==> src/rtl/irq_clear_stats.sv <==
module irq_clear_stats #(
  parameter int AW = 4,
  parameter int DW = 8,
  parameter int TW = 32,
  parameter int SW = 32,
  parameter int CW = 16,
  parameter logic [AW-1:0] A_CLR_BUS0 = 0,
  parameter logic [AW-1:0] A_CLR_BUS1 = 1,
  parameter logic [AW-1:0] A_CLR_HOST = 2
) (
  input  logic            clk,
  input  logic            rst_n,
  input  logic            wr_en,
  input  logic [AW-1:0]   wr_addr,
  input  logic [DW-1:0]   wr_data,
  input  logic [TW-1:0]   time_now,
  input  logic [DW-1:0]   set_bus0,
  input  logic [DW-1:0]   set_bus1,
  input  logic [DW-1:0]   set_host,
  input  logic [2:0]      start,
  output logic [DW-1:0]   stat_bus0,
  output logic [DW-1:0]   stat_bus1,
  output logic [DW-1:0]   stat_host,
  output logic [3*SW-1:0] lat_sum,
  output logic [3*TW-1:0] lat_min,
  output logic [3*TW-1:0] lat_max,
  output logic [3*CW-1:0] lat_cnt
);
  localparam int NC  = 3;
  localparam int EXT = SW + 1 - TW;

  logic hit_b0, hit_b1, hit_h;
  logic [NC-1:0] cls_hit;

  assign hit_b0  = wr_en && (wr_addr == A_CLR_BUS0);
  assign hit_b1  = wr_en && (wr_addr == A_CLR_BUS1);
  assign hit_h   = wr_en && (wr_addr == A_CLR_HOST);
  assign cls_hit = {hit_h, hit_h, hit_b0 | hit_b1};

  always_ff @(posedge clk) begin
    if (!rst_n) begin
      stat_bus0 <= '0;
      stat_bus1 <= '0;
      stat_host <= '0;
    end else begin
      stat_bus0 <= (stat_bus0 & ~(hit_b0 ? wr_data : '0)) | set_bus0;
      stat_bus1 <= (stat_bus1 & ~(hit_b1 ? wr_data : '0)) | set_bus1;
      stat_host <= (stat_host & ~(hit_h  ? wr_data : '0)) | set_host;
    end
  end

  for (genvar c = 0; c < NC; c++) begin : g_cls
    logic [TW-1:0] ts, lat, mn, mx;
    logic [SW-1:0] sum;
    logic [SW:0]   sum_nx;
    logic [CW-1:0] cnt;
    logic          done, take;

    assign lat    = time_now - ts;
    assign take   = cls_hit[c] && !done && !start[c];
    assign sum_nx = {1'b0, sum} + {{EXT{1'b0}}, lat};

    always_ff @(posedge clk) begin
      if (!rst_n) begin
        ts   <= '0;
        done <= 1'b1;
        sum  <= '0;
        mn   <= '1;
        mx   <= '0;
        cnt  <= '0;
      end else if (start[c]) begin
        ts   <= time_now;
        done <= 1'b0;
      end else if (take) begin
        done <= 1'b1;
        sum  <= sum_nx[SW] ? '1 : sum_nx[SW-1:0];
        if (lat < mn) mn <= lat;
        if (lat > mx) mx <= lat;
        if (!(&cnt)) cnt <= cnt + 1'b1;
      end
    end

    assign lat_sum[c*SW +: SW] = sum;
    assign lat_min[c*TW +: TW] = mn;
    assign lat_max[c*TW +: TW] = mx;
    assign lat_cnt[c*CW +: CW] = cnt;
  end
endmodule


==> config.mk <==
export PLATFORM = sky130hd
export DESIGN_NAME = irq_clear_stats
export DESIGN_NICKNAME = d
export VERILOG_FILES = /design/src/rtl/irq_clear_stats.sv
export SDC_FILE = /design/constraint.sdc
export NUM_CORES = 1
export LEC_CHECK = 0
export ABC_CLOCK_PERIOD_IN_PS = 5150
export CAP_MARGIN = 20
export CORE_UTILIZATION = 51
export CTS_CLUSTER_DIAMETER = 80
export DETAILED_ROUTE_END_ITERATION = 10
export HOLD_SLACK_MARGIN = 0.02
export PLACE_DENSITY_LB_ADDON = 0.08
export SLEW_MARGIN = 20
export SYNTH_ARGS = -nofsm -noshare
export SYNTH_HDL_FRONTEND = slang
export SYNTH_SLANG_ARGS = --single-unit
==> constraint.sdc <==
create_clock -name clk -period 5.15 [get_ports clk]
set_input_delay 1.03 -clock clk [delete_from_list [all_inputs] [get_ports clk]]
set_output_delay 1.03 -clock clk [all_outputs]
set_load 0.005 [all_outputs]
Word-level counts from Yosys, hierarchy flattened
Index checks and enable logic that the tools add are counted.

$add $sub $neg: 9. Bitwise gates (word level): 16. Magnitude comparators: 6. Equality and inequality tests: 2. Reductions and logical operators: 34. Multiplexer cells: 12.

Operators by type and width (number): $add 32x32->33 (3); $gt 32x32->1 (3); $lt 32x32->1 (3); $mux 32 (3); $sub 32x32->32 (3); $add 16x1->16 const B (3); $reduce_and 16->1 (3); $reduce_and 3->1 (9); $and 8x8->8 (3); $mux 8 (3); $not 8->8 (3); $or 8x8->8 (3); $logic_and 1x1->1 (9); $logic_not 1->1 (6); $mux 1 (6); $not 1->1 (6); $reduce_and 2->1 (3); $reduce_bool 2->1 (3); $eq 4x1->1 const B (1); $eq 4x2->1 const B (1); $logic_not 4->1 (1); $or 1x1->1 (1).

Output and inout port bits: 360. Input port bits: 74. Bits in registers: 459. Logic and storage cells: 100.

Depth between registers and ports, before layout
Gate-level depths: netlist of run 1.

Depth in word-level cells: 7. Mapped depth: 27. Gate-level depth less buffers: 25.

Worst setup path before layout of run 1
No wires, ideal clock.

Kind: in2reg. From: input port time_now[0]. To: register g_cls[1].mx[11]. Data required time: 5.085 ns. Arrival time: 5.553 ns. Setup slack: -0.468 ns. Path buffers: 2. Stages: 23. Path through: inv_1 ha_1 inv_1 fa_1 a21o_1 a21oi_1 or3_1 nand2_1 o211ai_1 a22oi_1 a311oi_2 o21bai_1 a21oi_1 xnor2_1 ha_1 nand4_1 nor4_1 a21oi_1 a221oi_1 clkbuf_1 buf_1 a21oi_1 nor2_1.

Cells in the longest elaborated chain, start to end: 3.

Ends and longest elaborated chain: start, declared (RTL line 16) `input logic [TW-1:0] time_now,`; $sub 32x32->32 (RTL line 59) `assign lat = time_now - ts;`; net g_cls[1].lat[28] (RTL line 53) `logic [TW-1:0] ts, lat, mn, mx;`; $gt 32x32->1 (RTL line 78) `if (lat > mx) mx <= lat;`; $reduce_and 3->1 (no source line); end signal, assigned (RTL line 78); end, declared (RTL line 53).

The timed path passes the listed nets, and every way through them passes these cells. A chain may end at the register's enable or synchronous reset.

Worst setup path in the final report of run 1
From: input port time_now[7]. To: register g_cls[0].mx[15].

Cells in the longest elaborated chain, start to end: 3.

Ends and longest elaborated chain (RTL line): $sub 32x32->32 (59); net g_cls[0].lat[30] (53); $gt 32x32->1 (78); $reduce_and 3->1 (no source line); end signal, assigned (78); end, declared (53).

The timed path passes the listed nets, and every way through them passes these cells.

==> flow_summary.ini, run 1 <==
[outcome]
status = finished with violations
violations = negative setup slack

[synth]
ys_ff_latch = 459
netlist_area_mm2 = 0.03015
synthArstFlopShare = 0
syn_inst = 3654
yosys_warnings = 0
synth_top_area_frac = 0.3047
synth-edff-count = 0
synth_top_cell_by_area = dfxtp_1
synth_cell_type_count = 85
ys_top_cells_by_area = dfxtp_1, ha_1, a21oi_1
postSynthAreaPerCell_um2 = 8.252
yosysMostFrequentCell = dfxtp_1
synthFlopType = dfxtp_1
syn-num-nets = 4116
ys_seq_area_frac = 0.3047
synthTopCellsByCount = dfxtp_1, nor2_1, ha_1

[global_routing]
gr-total-overflow = 0
grt_pass1_wl_um = 155800
track_usage = 0.3238
grt_pass1_vias = 29340
grt_antenna_before_repair = 4
grt_max_degree = 107

[min_path]
hold_depth = 2
hold_class = flip-flop to flip-flop

[routing]
routedWlPerCell_um = 18.84
drt_first_pass_iters = 6
drc = 0
via_count = 31090
drtAntennaViolNets = 0
drt_wl_total_um = 105600
drtIter0Drc = 1859
vias_per_cell = 5.550

[worst_setup_path]
crit_required_ns = 5.63
critPathArrivalTime_ns = 5.71
cp_cell_sequence = dlygate4sd2_1 > buf_4 > ha_1 > buf_4 > nand2_1 > a2111o_1 > a31o_4 > a21oi_4 > o21ai_2 > a32oi_2 > a41oi_2 > xor2_1 > inv_1 > ha_4 > nand4_1 > nor4_2 > a221o_1 > o211ai_1 > bufinv_8 > buf_12 > clkbuf_16 > nor2_2 > a21oi_1 > nor2_1
cp_common_cell = buf_4
crit_fanout = 7
cp_slowest_cell = nor4_2
cp-start-kind = input pin
crit_path_max_incr_delay_ns = 0.37
end_kind = flip-flop
rr_worst_depth = 27
critPathKind = input pin to flip-flop

[floorplanning]
core_area_mm2 = 0.05803
die_area_mm2 = 0.06010
num_io_pins = 434
start_util = 0.5197
die_width_um = 245.2
rows = 88
die_y_um = 245.2

[place]
gp_congestion = 0.9290
dp_slack_ns = -1.224
dp_cells = 5395
dp_hpwl_um = 75450
io_buffers = 433

[finish]
final_net_count = 5249
fillCellCount = 4186
area_delta_synth_final_pct = 49.09
finish.utilization = 0.7748
seq_area_mm2 = 0.009189
drive_gt1_frac = 0.2486
final_cells = 5602
multi_input_area_mm2 = 0.02073

[sta]
worst_pin_slew_ns = 0.7420
max_freq_ghz = 0.1912
relSlewSlack = 0.5035
final_max_slew_viol_count = 0
min_period_ns = 5.230
setup_viol = 18
fin_skew_ns = 0.02019
rsz0062_at_grt = true
worst_slack_ns = -0.08005
hold_violations = 0
fin_crit_sh = 1.016

[job]
maxCapViolCount = 0

[power_and_ir_drop]
ir_worst_vdd_uv = 322.3
p_leak_nw = 21.00
p_per_area_mw_per_mm2 = 265.8
totalPowerFinal_mw = 11.95

[cts]
cts.clk_slew.worst_paths_ns = 0.05
clk_latency_ns = 0.63
clockRootBuffer = clkbuf_16
ctsHoldBuffers = 0
cts_tree = built
cts_made_buffers = 55
clockBufferDepth = 3
cts_sinks = 459
htreeDepth = 2
[per-stage QoR]
| step | hold slack, ns | setup TNS, ns | cell area (µm²) |
|---|---|---|---|
| 2_1_floorplan | 0.4604 | -2.109 | 30520 |
| 3_3_place_gp | 0.4616 | -297.97 | 40460 |
| 3_5_place_dp | 0.4693 | -314.98 | 40460 |
| 4_1_cts | 0.4758 | -0.0005200 | 42990 |
| 5_1_grt | 0.4964 | -35.19 | 44950 |
| 6_report | 0.4708 | -0.4367 | 44960 |
[worst max-delay path: cells and delay by family]
family	cells	cell delay, ns
xor gates and xnor gates	1	0.23
AOI/OAI and AO/OA	9	1.84
and+or+nand+nor	5	0.72
buffers and inverters	7	1.29
adders and majority gates	2	0.58
[registers in the layout, indices dropped and copies added, names as in the netlist]
signal      count
g_cls.cnt      48
g_cls.done      3
g_cls.mn       96
g_cls.mx       96
g_cls.sum      96
g_cls.ts       96
stat_bus0       8
stat_bus1       8
stat_host       8
[per-layer routing]
metal,track usage,vias to the layer above,share of wire
li1,-,15160,-
met1,0.4300,14730,0.44
met2,0.5341,968,0.46
met3,0.04483,230,0.064
met4,0.1138,0,0.039
met5,0,-,0
[cell type report]
cell class / instances / area share
tap: 765 / 0.02129
inverter: 347 / 0.02956
clock inverter: 21 / 0.007320
multi-input combinational: 2713 / 0.4611
clock buffer: 80 / 0.03585
antenna: 6 / 0.0003340
timing repair buffer: 1211 / 0.2401
sequential: 459 / 0.2044
[power by group]
part | total, mW | internal [mW] | switching (mW)
Sequential | 3.67 | 3.63 | 0.0468
Combinational | 4.05 | 1.99 | 2.07
Clock | 4.22 | 2.56 | 1.66
Total | 11.9 | 8.18 | 3.77
[layout by cell type (no fill, tap or decap), types with 20 or more instances in the layout]
cell type        count
buf_4              713
o21a_1              28
o21ai_0            142
o211ai_1            77
buf_6               27
o21ai_1             24
mux2i_1            126
dfxtp_1            459
nand2b_1            20
clkbuf_16           70
xnor2_1             92
a21oi_2             68
nor2_1             378
o21bai_1            31
o221a_2             32
ha_4                24
ha_1               354
nor2b_1             29
and3_1              30
nor3_1              26
xor2_1              92
a21o_1             167
a21oi_1            290
nand2_1            236
nand3_1             55
inv_1              340
nand4_1             54
clkdlybuf4s50_1    415
[cells by family after synthesis]
| group | after synthesis | synth area share |
|---|---|---|
| mux | 126 | 0.04183 |
| flops | 459 | 0.3047 |
| simple gates | 949 | 0.1412 |
| compound gates | 1040 | 0.2262 |
| xor+xnor | 209 | 0.06071 |
| buf+inv | 483 | 0.06282 |
| fa+ha+maj | 388 | 0.1625 |
[final timing paths]
kind / from / to / slack (ns)
worst min-delay path: g_cls[0].mx[12] / g_cls[0].mx[12] / 0.47
worst max-delay path: time_now[7] / g_cls[0].mx[15] / -0.08
worst max register to register: g_cls[0].ts[1] / g_cls[0].mx[15] / 0.07
worst min register to register: g_cls[0].mx[12] / g_cls[0].mx[12] / 0.47
[timing repair]
action | 4_1_cts | 5_1_grt
gates resized for setup | 82 | 274
buffers inserted | 28 | 55
cloned | 6 | 18
pin swaps | 50 | 143
setup endpoints to repair | 288 | 288
(Power assumes the default switching activity.)
==> run 2: changes to the inputs <==
--- a/config.mk
+++ b/config.mk
@@ -8,4 +8,5 @@
 export ABC_CLOCK_PERIOD_IN_PS = 5150
 export CAP_MARGIN = 20
+export CORE_ASPECT_RATIO = 1.4
 export CORE_UTILIZATION = 51
 export CTS_CLUSTER_DIAMETER = 80
==> constraint.sdc (replaced) <==
create_clock -name clk -period 5.15 [get_ports clk]
set_input_delay 1.03 -clock clk [delete_from_list [all_inputs] [get_ports clk]]
set_output_delay 1.03 -clock clk [all_outputs]
set_load 0.05 [all_outputs]
==> run 2 against run 1 <==
Net effect:
- the run still ends with negative setup slack left
- maximum frequency decreased by 0.52%
- critical path depth increased by 3
- first-iteration DRC count decreased by 20%
- register-to-register slack got worse by 0.07 ns
- via count about the same
- global-route usage decreased by 0.56 points
- sequential share of layout area decreased by 0.25 points
- wire length about the same
- clock-buffer cell count decreased by 7
- highest routed layer is now met5
- cell count decreased by 0.32%
- sequential power about the same
- clock skew increased by 0.0019 ns
==> flow_summary.ini, run 2 (synthesis gave the netlist of run 1 again) <==
[outcome]
status = finished with violations
violations = negative setup slack

[sta]
fin_skew_ns = 0.02211
max_freq_ghz = 0.1902
worst_slack_ns = -0.1072
fin_crit_sh = 1.021
min_period_ns = 5.257
rsz0062_at_grt = true
setup_viol = 56
hold_violations = 0
worst_pin_slew_ns = 1.138
final_max_slew_viol_count = 0
relSlewSlack = 0.2416

[floorplanning]
rows = 105
start_util = 0.5158
die_width_um = 207.5
core_area_mm2 = 0.05846
die_area_mm2 = 0.06012
die_y_um = 289.7
num_io_pins = 434

[worst_setup_path]
cp.depth = 27
cp_common_cell = buf_4
r2r_slack_ns = 0
crit_required_ns = 5.63
crit_buf_inv = 9
end_kind = flip-flop
crit_fanout = 8
crit_family = compound AO/OA/AOI/OAI gates
crit_path_max_incr_delay_ns = 0.42
cp-start-kind = input pin
rr_worst_depth = 25
cp_slowest_cell = nor4_2
critPathArrivalTime_ns = 5.73
critPathKind = input pin to flip-flop

[finish]
drive_gt1_frac = 0.2642
final_net_count = 5260
final_cell_mix = buf_4, dfxtp_1, clkdlybuf4s50_1, nor2_1, inv_1
finish.utilization = 0.7784
fillCellCount = 4049
area_delta_synth_final_pct = 50.92
final_common_cell = buf_4
design_area_mm2 = 0.04551

[power_and_ir_drop]
combPwrFrac = 0.372
seq_power_share = 0.318
pwr-share-clk = 0.310
p_sw_frac = 0.3299
p_leak_nw = 21.10
p_per_area_mw_per_mm2 = 253.4
totalPowerFinal_mw = 11.53
ir_worst_vdd_uv = 250.5
p_int_mw = 7.728
power.switching_mw = 3.805

[place]
gp_congestion = 0.9307
dp_hpwl_um = 74440
io_buffers = 433
postPlaceCellArea_mm2 = 0.04056

[routing]
drtIter0Drc = 1491
drt_wl_total_um = 105500
via_count = 31080
routedWlPerCell_um = 18.89
drc = 0
drtAntennaViolNets = 0
drt_first_pass_iters = 7
vias_per_cell = 5.566

[global_routing]
track_usage = 0.3182
grt_max_degree = 137
grt_pass1_wl_um = 153700
grt_pass1_vias = 29500
grt_antenna_before_repair = 4
gr-total-overflow = 0

[cts]
ctsHoldBuffers = 0
clk_latency_ns = 0.61
clockRootBuffer = clkbuf_16
cts_made_buffers = 49
clockBufferDepth = 3
cts_tree = built
htreeDepth = 2
cts_sinks = 459
cts.clk_slew.worst_paths_ns = 0.06

[job]
maxCapViolCount = 0

[min_path]
hold_class = flip-flop to flip-flop
hold_depth = 2
[run 2: tightest hold or removal path, cell delays in order (launching register included)]
cell	delay, ns
dfxtp_1	0.32
nand2_1	0.06
a21oi_1	0.05
[run 2: path summary, 6_finish.rpt]
| path | end | start |
|---|---|---|
| max | g_cls[1].mx[10] | time_now[0] |
| min | g_cls[0].mx[6] | g_cls[0].mx[6] |
| max reg2reg | g_cls[1].mx[10] | g_cls[1].ts[1] |
| min reg2reg | g_cls[0].mx[6] | g_cls[0].mx[6] |
[run 2: power groups by stage]
stage	Combinational, mW	Sequential [mW]	Clock [mW]
after floorplan	1.96	3.83	0
after global placement	3.72	3.74	0
after detailed placement	3.78	3.75	0
after CTS	3.93	3.67	3.63
after global routing	4.63	3.68	3.78
final	4.29	3.67	3.57
[run 2: metrics by stage]
stage | hold slack [ns] | TNS, ns | setup slack [ns] | cells
global placement | 0.4583 | -286.77 | -1.097 | 5387
global route | 0.5015 | -19.91 | -0.2567 | 5581
CTS | 0.4804 | -1.287 | -0.05767 | 5513
finish | 0.4737 | -1.231 | -0.1072 | 5584
detailed placement | 0.4695 | -311.65 | -1.202 | 5387
floorplan | 0.4604 | -2.121 | -0.1002 | 3654
[run 2: what timing repair did]
item,4_1_cts,5_1_grt
gates cloned,8,20
resized for setup,137,319
pin swaps,103,185
setup buffers,37,53
endpoints found under the setup margin,288,287
[run 2: final cells by class]
cell class,count,area (µm²),share of cell area
Multi-Input combinational cell,2712,21340,0.4690
Timing Repair Buffer,1229,11130,0.2446
Sequential cell,459,9189,0.2019
Clock buffer,73,1489,0.03272
Inverter,347,1320,0.02901
Tap cell,749,937.1,0.02059
Clock inverter,10,86.33,0.001897
Antenna cell,5,12.51,0.0002749
[run 2: metal layers]
layer | part of all wire | track usage | vias to the layer above
met2 | 0.50 | 0.5726 | 908
met3 | 0.043 | 0.03955 | 267
met1 | 0.40 | 0.3659 | 14740
li1 | - | - | 15170
met4 | 0.058 | 0.1791 | 2
met5 | 0.00016 | 0 | -
